==> config.mk <==
export PLATFORM = sky130hd
export DESIGN_NAME = tlb_maint_regs
export DESIGN_NICKNAME = d
export VERILOG_FILES = /design/src/rtl/tlbm_pkg.sv /design/src/rtl/tlbm_store.sv /design/src/rtl/tlbm_scan.sv /design/src/rtl/tlbm_regs.sv /design/src/rtl/tlb_maint_regs.sv
export SDC_FILE = /design/constraint.sdc
export NUM_CORES = 2
export LEC_CHECK = 0
export ABC_AREA = 1
export CORE_ASPECT_RATIO = 0.9
export CORE_MARGIN = 2
export CORE_UTILIZATION = 35
export CTS_BUF_LIST = sky130_fd_sc_hd__clkbuf_4 sky130_fd_sc_hd__clkbuf_8
export CTS_CLUSTER_DIAMETER = 50
export DETAILED_ROUTE_END_ITERATION = 8
export DONT_BUFFER_PORTS = 1
export GPL_ROUTABILITY_DRIVEN = 0
export RECOVER_POWER = 100
export SETUP_SLACK_MARGIN = 0.4
export SYNTH_ARGS = -nofsm -noshare
export SYNTH_HDL_FRONTEND = slang
export SYNTH_SLANG_ARGS = --single-unit
==> constraint.sdc <==
create_clock -name clk -period 3.31 [get_ports clk]
set_clock_uncertainty 0.2 [all_clocks]
set_input_delay 0.331 -clock clk [delete_from_list [all_inputs] [get_ports clk]]
set_output_delay 0.331 -clock clk [all_outputs]
set_load 0.02 [all_outputs]
==> src/rtl/tlbm_pkg.sv <==
package tlbm_pkg;
  localparam int VPN_W = 20;
  localparam int PFN_W = 20;
  localparam int DATA_W = PFN_W + 4;
  // access register layout
  localparam int ACC_G_BIT = 24;
  localparam int ACC_KEEP_LO = 25;
  // control register layout
  localparam int MISC_RD_BIT = 0;
  localparam int MISC_WE_BIT = 1;
  localparam int MISC_PID_LO = 4;
  localparam int MISC_WAY_LO = 28;
  // address register layout
  localparam int PTE_VPN_LO = 2;
  localparam int PTE_BASE_LO = PTE_VPN_LO + VPN_W;
  localparam logic [VPN_W-1:0] VPN_VALID_LIMIT = 20'hC0000;

  typedef enum logic [1:0] {
    SEL_PTE  = 2'd0,
    SEL_ACC  = 2'd1,
    SEL_MISC = 2'd2,
    SEL_NONE = 2'd3
  } reg_sel_e;

  typedef struct packed {
    logic             c;
    logic             r;
    logic             w;
    logic             x;
    logic [PFN_W-1:0] pfn;
  } tlb_data_t;
endpackage

==> src/rtl/tlbm_store.sv <==
module tlbm_store
  import tlbm_pkg::*;
#(
  parameter int WAYS  = 2,
  parameter int SETS  = 8,
  parameter int PID_W = 8
) (
  input  logic                     clk,
  input  logic                     rst,
  input  logic                     we,
  input  logic [$clog2(WAYS*SETS)-1:0] widx,
  input  logic [VPN_W-1:0]         wvpn,
  input  logic                     wg,
  input  logic                     wv,
  input  logic [PID_W-1:0]         wpid,
  input  tlb_data_t                wdat,
  input  logic [$clog2(WAYS*SETS)-1:0] ridx,
  output logic [VPN_W-1:0]         rvpn,
  output logic                     rg,
  output logic                     rv,
  output logic [PID_W-1:0]         rpid,
  output tlb_data_t                rdat,
  input  logic [$clog2(WAYS*SETS)-1:0] sidx,
  output logic [VPN_W-1:0]         svpn,
  output logic                     sg,
  output logic                     sv,
  output logic [PID_W-1:0]         spid
);
  localparam int ENTRIES = WAYS * SETS;

  logic [VPN_W-1:0] vpn_q [ENTRIES];
  logic             g_q   [ENTRIES];
  logic             v_q   [ENTRIES];
  logic [PID_W-1:0] pid_q [ENTRIES];
  tlb_data_t        dat_q [ENTRIES];

  always_ff @(posedge clk) begin
    if (rst) begin
      for (int i = 0; i < ENTRIES; i++) begin
        vpn_q[i] <= '0;
        g_q[i]   <= 1'b0;
        v_q[i]   <= 1'b0;
        pid_q[i] <= '0;
        dat_q[i] <= '0;
      end
    end else if (we) begin
      vpn_q[widx] <= wvpn;
      g_q[widx]   <= wg;
      v_q[widx]   <= wv;
      pid_q[widx] <= wpid;
      dat_q[widx] <= wdat;
    end
  end

  assign rvpn = vpn_q[ridx];
  assign rg   = g_q[ridx];
  assign rv   = v_q[ridx];
  assign rpid = pid_q[ridx];
  assign rdat = dat_q[ridx];

  assign svpn = vpn_q[sidx];
  assign sg   = g_q[sidx];
  assign sv   = v_q[sidx];
  assign spid = pid_q[sidx];


  valid_rule_chk: assert property (@(posedge clk) disable iff (rst)
    we |=> (v_q[$past(widx)] == ($past(wvpn) < VPN_VALID_LIMIT)));
endmodule

==> src/rtl/tlbm_scan.sv <==
module tlbm_scan
  import tlbm_pkg::*;
#(
  parameter int ENTRIES = 16,
  parameter int PID_W   = 8
) (
  input  logic                       clk,
  input  logic                       rst,
  input  logic                       start,
  input  logic [PID_W-1:0]           start_pid,
  output logic [$clog2(ENTRIES)-1:0] sidx,
  input  logic [VPN_W-1:0]           svpn,
  input  logic                       sg,
  input  logic                       sv,
  input  logic [PID_W-1:0]           spid,
  output logic                       busy,
  output logic                       pid_vld,
  output logic [PID_W-1:0]           pid_out,
  output logic                       pg_vld,
  output logic [VPN_W-1:0]           pg_vpn
);
  localparam int IDX_W = $clog2(ENTRIES);
  localparam logic [IDX_W-1:0] LAST = IDX_W'(ENTRIES - 1);

  logic [IDX_W-1:0] idx_q;
  logic [PID_W-1:0] pid_q;
  logic             hit;

  assign sidx = idx_q;
  assign hit  = busy && sv && !sg && (spid == pid_q);

  always_ff @(posedge clk) begin
    if (rst) begin
      busy    <= 1'b0;
      idx_q   <= '0;
      pid_q   <= '0;
      pid_vld <= 1'b0;
      pid_out <= '0;
      pg_vld  <= 1'b0;
      pg_vpn  <= '0;
    end else begin
      pid_vld <= start && !busy;
      pg_vld  <= hit;
      pg_vpn  <= svpn;
      if (start && !busy) begin
        busy    <= 1'b1;
        idx_q   <= '0;
        pid_q   <= start_pid;
        pid_out <= start_pid;
      end else if (busy) begin
        if (idx_q == LAST) busy <= 1'b0;
        else idx_q <= idx_q + 1'b1;
      end
    end
  end


  start_busy_chk: assert property (@(posedge clk) disable iff (rst)
    (start && !busy) |=> (busy && pid_vld && idx_q == '0));

  scan_end_chk: assert property (@(posedge clk) disable iff (rst)
    (busy && idx_q == LAST) |=> !busy);

  pg_in_scan_chk: assert property (@(posedge clk) disable iff (rst)
    pg_vld |-> $past(busy));
endmodule

==> src/rtl/tlbm_regs.sv <==
module tlbm_regs
  import tlbm_pkg::*;
#(
  parameter int WAYS  = 2,
  parameter int SETS  = 8,
  parameter int PID_W = 8
) (
  input  logic                     clk,
  input  logic                     rst,
  input  logic                     wr_en,
  input  logic [1:0]               sel,
  input  logic [31:0]              wdata,
  output logic [31:0]              acc_rb,
  output logic [31:0]              misc_rb,
  output logic [31:0]              pte_rb,
  output logic [$clog2(WAYS*SETS)-1:0] ridx,
  input  logic [VPN_W-1:0]         rvpn,
  input  logic                     rg,
  input  logic                     rv,
  input  logic [PID_W-1:0]         rpid,
  input  tlb_data_t                rdat,
  output logic                     st_we,
  output logic [VPN_W-1:0]         st_vpn,
  output logic                     st_g,
  output logic                     st_v,
  output logic [PID_W-1:0]         st_pid,
  output tlb_data_t                st_dat,
  output logic                     pid_chg,
  output logic [PID_W-1:0]         old_pid,
  output logic                     cflush_vld,
  output logic [VPN_W-1:0]         cflush_vpn
);
  localparam int WAY_W = $clog2(WAYS);
  localparam int SET_W = $clog2(SETS);

  reg_sel_e         sel_e;
  logic             is_acc, is_misc, is_pte, commit, changed;
  logic [WAY_W-1:0] misc_way, wr_way;
  logic [PID_W-1:0] pid_last, wr_pid;
  logic [VPN_W-1:0] vpn_last;
  logic [31:0]      misc_rd_val;

  assign sel_e    = reg_sel_e'(sel);
  assign is_acc   = wr_en && (sel_e == SEL_ACC);
  assign is_misc  = wr_en && (sel_e == SEL_MISC);
  assign is_pte   = wr_en && (sel_e == SEL_PTE);
  assign misc_way = misc_rb[MISC_WAY_LO +: WAY_W];
  assign wr_way   = wdata[MISC_WAY_LO +: WAY_W];
  assign wr_pid   = wdata[MISC_PID_LO +: PID_W];
  assign commit   = is_acc && misc_rb[MISC_WE_BIT];

  assign ridx = is_misc ? {wr_way, vpn_last[SET_W-1:0]}
                        : {misc_way, vpn_last[SET_W-1:0]};

  assign st_we  = commit;
  assign st_vpn = vpn_last;
  assign st_g   = wdata[ACC_G_BIT];
  assign st_v   = vpn_last < VPN_VALID_LIMIT;
  assign st_pid = pid_last;
  assign st_dat = tlb_data_t'(wdata[DATA_W-1:0]);

  assign changed = (rvpn != st_vpn) || (rg != st_g) || (rv != st_v) ||
                   (rpid != st_pid) || (rdat != st_dat);

  assign pid_chg = is_misc && (wr_pid != pid_last);
  assign old_pid = pid_last;

  always_comb begin
    misc_rd_val = wdata;
    misc_rd_val[MISC_PID_LO +: PID_W] = rpid;
  end

  always_ff @(posedge clk) begin
    if (rst) begin
      acc_rb     <= '0;
      misc_rb    <= '0;
      pte_rb     <= '0;
      pid_last   <= '0;
      vpn_last   <= '0;
      cflush_vld <= 1'b0;
      cflush_vpn <= '0;
    end else begin
      cflush_vld <= commit && rv && changed;
      cflush_vpn <= rvpn;
      if (commit) begin
        misc_rb[MISC_WAY_LO +: WAY_W] <= misc_way + 1'b1;
      end
      if (is_misc) begin
        pid_last <= wr_pid;
        if (wdata[MISC_RD_BIT]) begin
          acc_rb  <= {acc_rb[31:ACC_KEEP_LO], rg, rdat};
          misc_rb <= misc_rd_val;
          pte_rb[PTE_VPN_LO +: VPN_W] <= rvpn;
        end else begin
          misc_rb <= wdata;
        end
      end
      if (is_pte) begin
        pte_rb   <= {wdata[31:PTE_BASE_LO], pte_rb[PTE_BASE_LO-1:PTE_VPN_LO],
                     wdata[PTE_VPN_LO-1:0]};
        vpn_last <= wdata[PTE_VPN_LO +: VPN_W];
      end
    end
  end


  acc_hold_chk: assert property (@(posedge clk) disable iff (rst)
    is_acc |=> $stable(acc_rb));

  pte_vpn_hold_chk: assert property (@(posedge clk) disable iff (rst)
    is_pte |=> $stable(pte_rb[PTE_VPN_LO +: VPN_W]));

  way_step_chk: assert property (@(posedge clk) disable iff (rst)
    commit |=> (misc_rb[MISC_WAY_LO +: WAY_W] == WAY_W'($past(misc_way) + 1'b1)));

  way_keep_chk: assert property (@(posedge clk) disable iff (rst)
    (is_acc && !commit) |=> $stable(misc_rb));

  flush_cause_chk: assert property (@(posedge clk) disable iff (rst)
    cflush_vld |-> $past(commit));
endmodule

==> src/rtl/tlb_maint_regs.sv <==
module tlb_maint_regs
  import tlbm_pkg::*;
#(
  parameter int WAYS  = 2,
  parameter int SETS  = 8,
  parameter int PID_W = 8
) (
  input  logic             clk,
  input  logic             rst,
  input  logic             reg_we,
  input  logic [1:0]       reg_sel,
  input  logic [31:0]      reg_wdata,
  output logic [31:0]      acc_rdata,
  output logic [31:0]      misc_rdata,
  output logic [31:0]      pte_rdata,
  output logic             busy,
  output logic             pid_flush_vld,
  output logic [PID_W-1:0] pid_flush_id,
  output logic             page_flush_vld,
  output logic [VPN_W-1:0] page_flush_vpn
);
  localparam int ENTRIES = WAYS * SETS;
  localparam int IDX_W   = $clog2(ENTRIES);

  logic             wr_en;
  logic [IDX_W-1:0] ridx, sidx;
  logic [VPN_W-1:0] rvpn, svpn, st_vpn, c_vpn, s_vpn;
  logic             rg, rv, sg, sv, st_we, st_g, st_v;
  logic [PID_W-1:0] rpid, spid, st_pid, old_pid;
  tlb_data_t        rdat, st_dat;
  logic             pid_chg, c_vld, s_vld;

  assign wr_en = reg_we && !busy;

  tlbm_regs #(.WAYS(WAYS), .SETS(SETS), .PID_W(PID_W)) u_regs (
    .clk(clk), .rst(rst), .wr_en(wr_en), .sel(reg_sel), .wdata(reg_wdata),
    .acc_rb(acc_rdata), .misc_rb(misc_rdata), .pte_rb(pte_rdata),
    .ridx(ridx), .rvpn(rvpn), .rg(rg), .rv(rv), .rpid(rpid), .rdat(rdat),
    .st_we(st_we), .st_vpn(st_vpn), .st_g(st_g), .st_v(st_v),
    .st_pid(st_pid), .st_dat(st_dat),
    .pid_chg(pid_chg), .old_pid(old_pid),
    .cflush_vld(c_vld), .cflush_vpn(c_vpn)
  );

  tlbm_store #(.WAYS(WAYS), .SETS(SETS), .PID_W(PID_W)) u_store (
    .clk(clk), .rst(rst), .we(st_we), .widx(ridx),
    .wvpn(st_vpn), .wg(st_g), .wv(st_v), .wpid(st_pid), .wdat(st_dat),
    .ridx(ridx), .rvpn(rvpn), .rg(rg), .rv(rv), .rpid(rpid), .rdat(rdat),
    .sidx(sidx), .svpn(svpn), .sg(sg), .sv(sv), .spid(spid)
  );

  tlbm_scan #(.ENTRIES(ENTRIES), .PID_W(PID_W)) u_scan (
    .clk(clk), .rst(rst), .start(pid_chg), .start_pid(old_pid),
    .sidx(sidx), .svpn(svpn), .sg(sg), .sv(sv), .spid(spid),
    .busy(busy), .pid_vld(pid_flush_vld), .pid_out(pid_flush_id),
    .pg_vld(s_vld), .pg_vpn(s_vpn)
  );

  assign page_flush_vld = c_vld || s_vld;
  assign page_flush_vpn = c_vld ? c_vpn : s_vpn;


  stall_chk: assert property (@(posedge clk) disable iff (rst)
    busy |=> ($stable(acc_rdata) && $stable(misc_rdata) && $stable(pte_rdata)));

  one_flush_src_chk: assert property (@(posedge clk) disable iff (rst)
    !(c_vld && s_vld));
endmodule

### After elaboration in Yosys (flattened, before gate mapping)

Memory sizes are Yosys's and may differ from the RTL's. A register that Yosys moved wholly into a read port is not among the register bits.
Index checks and enable logic that the tools add are counted.

* register bits after elaboration: 153
* bits in latches: 0
* RAM bits: 864
* memory bits (read-only): 0
* input bits: 37
* output and inout bits: 127
* logic and storage cells: 98
* memories: 5

Memory list
* u_store.dat_q: words 16, bits a word 24, read ports 1, clocked after memory_dff 0, write ports 16, RTL line tlbm_store.sv:35 `tlb_data_t dat_q [ENTRIES];`
* u_store.vpn_q: words 16, bits a word 20, read ports 2, clocked after memory_dff 1, write ports 16, RTL line tlbm_store.sv:31 `logic [VPN_W-1:0] vpn_q [ENTRIES];`
* u_store.pid_q: words 16, bits a word 8, read ports 2, clocked after memory_dff 1, write ports 16, RTL line tlbm_store.sv:34 `logic [PID_W-1:0] pid_q [ENTRIES];`
* u_store.g_q: words 16, bits a word 1, read ports 2, clocked after memory_dff 1, write ports 16, RTL line tlbm_store.sv:32 `logic g_q [ENTRIES];`
* u_store.v_q: words 16, bits a word 1, read ports 2, clocked after memory_dff 1, write ports 16, RTL line tlbm_store.sv:33 `logic v_q [ENTRIES];`

* add/subtract/negate cells: 2
* $mul: 0
* divide/modulo/power cells: 0
* magnitude comparators: 1
* equal/unequal tests: 10
* shift-type cells: 0
* multiplexer cells: 34
* bitwise logic cells: 2
* reduce and logical (&&, ||, !) cells: 30

Operator list (count)
* $mux W4: 12
* $mux W20: 2
* $mux W29: 1
* $mux W24: 1
* $ne A24 B24 Y1: 1
* $reduce_or A24 Y1: 1
* $lt A20 B20 Y1 const B: 1
* $ne A20 B20 Y1: 1
* $reduce_or A20 Y1: 1
* $mux W1: 16
* $ne A8 B8 Y1: 2
* $logic_and A1 B1 Y1: 12
* $mux W12: 1
* $eq A8 B8 Y1: 1
* $mux W8: 1
* $reduce_or A8 Y1: 1
* $logic_or A1 B1 Y1: 5
* $add A4 B1 Y4 const B: 1
* $eq A4 B4 Y1 const B: 1
* $reduce_and A2 Y1: 2
* $reduce_and A3 Y1: 1
* $eq A2 B1 Y1 const B: 1
* $eq A2 B2 Y1 const B: 1
* $logic_not A1 Y1: 2
* 7 further kinds: 10

### Depth between registers and ports, before layout

An unclocked memory read counts as a cell.

* depth in word-level cells: 11
* gate-level depth with buffers: 21
* depth with buffers taken out: 19

### By module

From an unflattened synthesis, not the netlist that was laid out.

* cell total of the unflattened synthesis: 6744
* area, all modules: 53687.7 um2

Modules (own cells, without submodules)
* tlbm_store: instances 1, cells each 5666, area an instance 46158.0 um2, sequential area each 25944.9 um2
* tlbm_regs: instances 1, cells each 844, area an instance 5995.8 um2, sequential area each 2762.6 um2
* tlbm_scan: instances 1, cells each 166, area an instance 1253.7 um2, sequential area each 700.7 um2
* tlb_maint_regs: instances 1, cells each 68, area an instance 280.3 um2, sequential area each 0.0 um2

### Worst setup path after synthesis

OpenSTA, ideal clock, no wires.

* path kind: flip-flop to flip-flop
* from: register u_scan.busy
* to: memory u_store.dat_q[1][0] in the netlist's numbering (enable)
* setup time: 0.413 ns
* data arrival time: 2.922 ns
* data required time: 2.697 ns
* setup slack: -0.225 ns
* cell stages (with the launch flop): 13
* path buffers: 3
* period minus slack after synthesis: 3.535 ns
* cells stage by stage: dfxtp_1 -> nor2_1 -> nand3_1 -> o21ai_2 -> inv_2 -> buf_4 -> buf_6 -> nor2_1 -> inv_1 -> nor2_1 -> inv_2 -> buf_2 -> nand2_1

RTL lines
* from (decl): RTL line tlbm_scan.sv:16 `output logic busy,`
* from (signal assigned): RTL line tlbm_scan.sv:34 `busy <= 1'b0;`
* from (signal assigned): RTL line tlbm_scan.sv:46 `busy <= 1'b1;`
* from (signal assigned): RTL line tlbm_scan.sv:51 `if (idx_q == LAST) busy <= 1'b0;`
* to (decl): RTL line tlbm_store.sv:35

==> results.tsv <==
stage	metric	value	unit
cells_and_area	signed area change from the synthesized netlist to the final layout	18.2	%
power_and_ir_drop	register share of total power	48.4	%
job	number of max-cap violations	0	
cells_and_area	total number of nets in the final design	6236	
critical_path	Reg2Reg Launch Point	u_scan.busy	
global_routing	antenna violations before repair	15	
cells_and_area	register area	29500	um2
critical_path	worst setup slack for register-to-register paths	70	ps
power_and_ir_drop	VDD IR-drop max	345	uV
routing	length of routed wiring on met1	80300	um
routing	routed wl met3	35000	um
synth	area leader, netlist	sky130_fd_sc_hd__edfxtp_1	
synth	leading post-synthesis cells by cell area	sky130_fd_sc_hd__edfxtp_1, sky130_fd_sc_hd__nand2_1, sky130_fd_sc_hd__nor2_1	
synth	area share of the leading cell type in the synthesized netlist	51.7	%
die	FP Rows	131	
hold_path	worst hold path depth	6	
global_routing	overflow left after global routing	0	
routing	met2 routed WL	88000	um
global_routing	vias in the first global route	42399	
routing	vias per std cell	5.62	
synth	Cell variety after synth	41	
clock_network	Skew-Pair Late Insertion Delay	940	ps
synth	syn avg cell area	8.38	um2
critical_path	required arrival time at the worst endpoint	3750	ps
cells_and_area	share of cells above drive strength 1	10.0	%
placement	placed cell count	7673	
cells_and_area	commonest cells after routing, fill and taps aside	sky130_fd_sc_hd__nand2_1, sky130_fd_sc_hd__nor2_1, sky130_fd_sc_hd__edfxtp_1, sky130_fd_sc_hd__o21ai_0, sky130_fd_sc_hd__inv_1	
sta	Slew HR	3.19	%
global_routing	first-pass GRT wire length	292000	um
sta	unrepaired setup endpoints after global routing	yes	
critical_path	reg2reg end	u_store.dat_q[15][1]	
sta	final worst hold slack	37.5	ps
clock_network	Clock transition at path regs	60	ps
cells_and_area	count of placed standard cells in the final layout, fillers left out	8220	
clock_network	number of CTS-inserted buffers	169	
critical_path	startpoint class of the critical path	flip-flop	
critical_path	crit path DAT	3680	ps
routing	highest metal layer with signal wires	met5	
placement	number of port buffers	0	
clock_network	buffer levels on the longest clock path	3	
synth	share of synthesized area occupied by flip-flops and latches	58.7	%
placement	half-perimeter wire length of the detailed placement result	117000	um
die	overall die height	363	um
routing	drt first-iter violations	7347	
routing	TritonRoute pass-1 iters	9	
routing	final wirelength	215000	um
cells_and_area	number of fill cells in the layout	13782	
sta	Worst Max-Slew Pin Slew	1450	ps
clock_network	CTS root buf	sky130_fd_sc_hd__clkbuf_8	
synth	Synth Instances	5989	
sta	final setup violation count	0	
hold_path	worst hold path startpoint	reg_wdata[28]	
power_and_ir_drop	switching power of the nets	0.00856	W
die	die width	403	um
power_and_ir_drop	cell area power density	520	nW/um2
cells_and_area	multi-input gate area in the final layout	17900	um2
power_and_ir_drop	proportion of power drawn by combinational gates	11.7	%
cells_and_area	most common cell after layout, fill and taps aside	sky130_fd_sc_hd__nand2_1	
clock_network	CTS H-tree depth	4	
hold_path	path category of the worst min-delay check	in -> reg	
routing	detail-routed net length per standard cell	26.1	um
critical_path	Worst setup EP type	flip-flop	
hold_path	Worst Hold Endpoint	u_regs.acc_rb[18]	
power_and_ir_drop	Clk pwr share	39.9	%
sta	highest clock frequency the design can meet	0.308	GHz
routing	total vias in the final route	46206	
routing	DR DRC count	0	
power_and_ir_drop	LEAKAGE	24.7	nW
die	Die Outline Area	146000	um2
synth	Syn Std Cell Area	50200	um2
sta	Final min period	3240	ps
die	initial core utilization	35.3	%
sta	number of failing hold endpoints at the final stage	0	
global_routing	total routing resource utilization after global routing	27.2	%
critical_path	r2r worst-path depth	13	
power_and_ir_drop	Int Pwr	0.0223	W
routing	number of nets still failing antenna checks after routing	0	
global_routing	maximum number of pins on one net before global-route repair	138	
synth	FF+latch count, synth	1041	
die	number of top-level pins	164	
clock_network	TritonCTS clock tree	built	
power_and_ir_drop	switching portion of total power	27.7	%
die	area of the placeable core	142000	um2
synth	total of warnings raised by yosys	0	
sta	final period utilization	98.0	%
outcome	run status	complete, no violations	
critical_path	maximum fanout count along the critical path	20	
critical_path	Crit Path Category	reg -> reg	
clock_network	count of clock tree sinks	1041	
sta	count of pins over their slew limit	0	
==> per-stage QoR <==
stage / setup slack, ps / TNS [ps] / total power [W] / utilization (%) / instance area, um2
final: 65.7 / 0 / 0.0308 / 41.7 / 59300
after global placement: 116 / 0 / 0.0182 / 37.6 / 53500
after global routing: 60.7 / 0 / 0.0316 / 41.7 / 59300
after floorplan: -122 / -12370 / 0.0169 / - / 50400
after detailed placement: 107 / 0 / 0.0182 / 37.6 / 53500
after CTS: 310 / 0 / 0.0306 / 41.5 / 59000
==> power by group through the flow <==
stage | combinational, W | clock [W] | sequential (W)
5_1_grt | 0.00379 | 0.0129 | 0.0150
2_1_floorplan | 0.00175 | 0 | 0.0151
4_1_cts | 0.00336 | 0.0123 | 0.0149
3_5_place_dp | 0.00307 | 0 | 0.0152
3_3_place_gp | 0.00305 | 0 | 0.0152
6_report | 0.00362 | 0.0123 | 0.0149
==> sequential cells by signal, indices dropped and copies added (netlist names), 4 cells and up, named ones only <==
| signal | cells |
|---|---|
| u_store.vpn_q | 320 |
| u_scan.pid_out | 8 |
| u_regs.cflush_vpn | 20 |
| u_store.dat_q | 384 |
| u_regs.old_pid | 8 |
| u_store.pid_q | 128 |
| u_regs.misc_rb | 32 |
| u_scan.sidx | 4 |
| u_scan.pg_vpn | 20 |
| u_regs.st_vpn | 20 |
| u_regs.pte_rb | 32 |
| u_store.v_q | 16 |
| u_regs.acc_rb | 25 |
| u_store.g_q | 16 |
==> synth_stat cells (all sizes together) <==
master and instances:
dfxtp 177, nor4 1, or3 1, o21ai 452
nand2 2061, o211ai 38, xor2 8, o41ai 1
o31ai 1, edfxtp 864, o21bai 44, ha 1
buf 206, clkbuf 235, clkinv 44, or2 1
o311ai 2, conb 1, o21a 1, a31oi 21
xnor2 2, nor2 1133, a211oi 2, o22ai 40
nand3 186, nand4 21, inv 243, nand3b 1
nor3 2, a21oi 175, o221ai 24
==> logic make-up after synthesis <==
family | after synthesis | synth area share [%]
buf+inv | 728 | 6.12
compound gates | 801 | 8.81
xor+xnor | 10 | 0.174
simple gates | 3407 | 26.1
flops | 1041 | 58.7
fa+ha+maj | 1 | 0.0249
other cells | 1 | 0.00747
==> area by class of cell <==
class | instances | share of cell area, %
diodes | 14 | 0.0590
well taps | 1862 | 3.93
flip-flops and latches | 1041 | 49.7
inverters | 287 | 1.89
clock inverters | 38 | 0.496
clock buffers | 279 | 5.70
repair buffers | 447 | 7.97
multi-input cells | 4250 | 30.2
repair inverters | 2 | 0.0169
==> worst max-delay path by stage <==
stage	startpoint	end	slack, ps	cells past startpoint
finish	u_scan.busy	u_store.dat_q[15][1]	70	13
global placement	reg_we	u_regs.cflush_vld	120	18
floorplan	u_scan.busy	u_store.dat_q[15][0]	-120	10
global route	u_regs.cflush_vld	page_flush_vpn[8]	60	3
detailed placement	reg_we	u_regs.cflush_vld	110	18
CTS	u_scan.busy	u_store.dat_q[13][13]	310	11
==> critical path, stage by stage, from the launching register on <==
cell,delay [ps]
sky130_fd_sc_hd__dfxtp_1,310
sky130_fd_sc_hd__nor2_1,110
sky130_fd_sc_hd__buf_4,150
sky130_fd_sc_hd__nand3_1,220
sky130_fd_sc_hd__o21ai_4,340
sky130_fd_sc_hd__buf_12,170
sky130_fd_sc_hd__buf_12,220
sky130_fd_sc_hd__nor2_1,70
sky130_fd_sc_hd__inv_1,190
sky130_fd_sc_hd__buf_4,160
sky130_fd_sc_hd__nor2_4,40
sky130_fd_sc_hd__inv_4,150
sky130_fd_sc_hd__buf_4,490
sky130_fd_sc_hd__nor2_1,90
==> what timing repair did <==
| item | CTS | global route |
|---|---|---|
| hold buffers | 169 | 0 |
| pin swaps | 1 | 1 |
| resized for setup | 7 | 65 |
| cloned | 2 | 30 |
| buffers inserted | 2 | 13 |
| endpoints found under the setup margin | 65 | 540 |
| endpoints found under the hold margin | 599 | 0 |
==> layer usage <==
metal	vias up	track usage, %
met5	-	0
met4	8	12.3
met3	660	8.63
met2	3719	39.9
li1	19950	-
met1	21869	36.5
No activity file was read; power rests on OpenSTA's default activity.
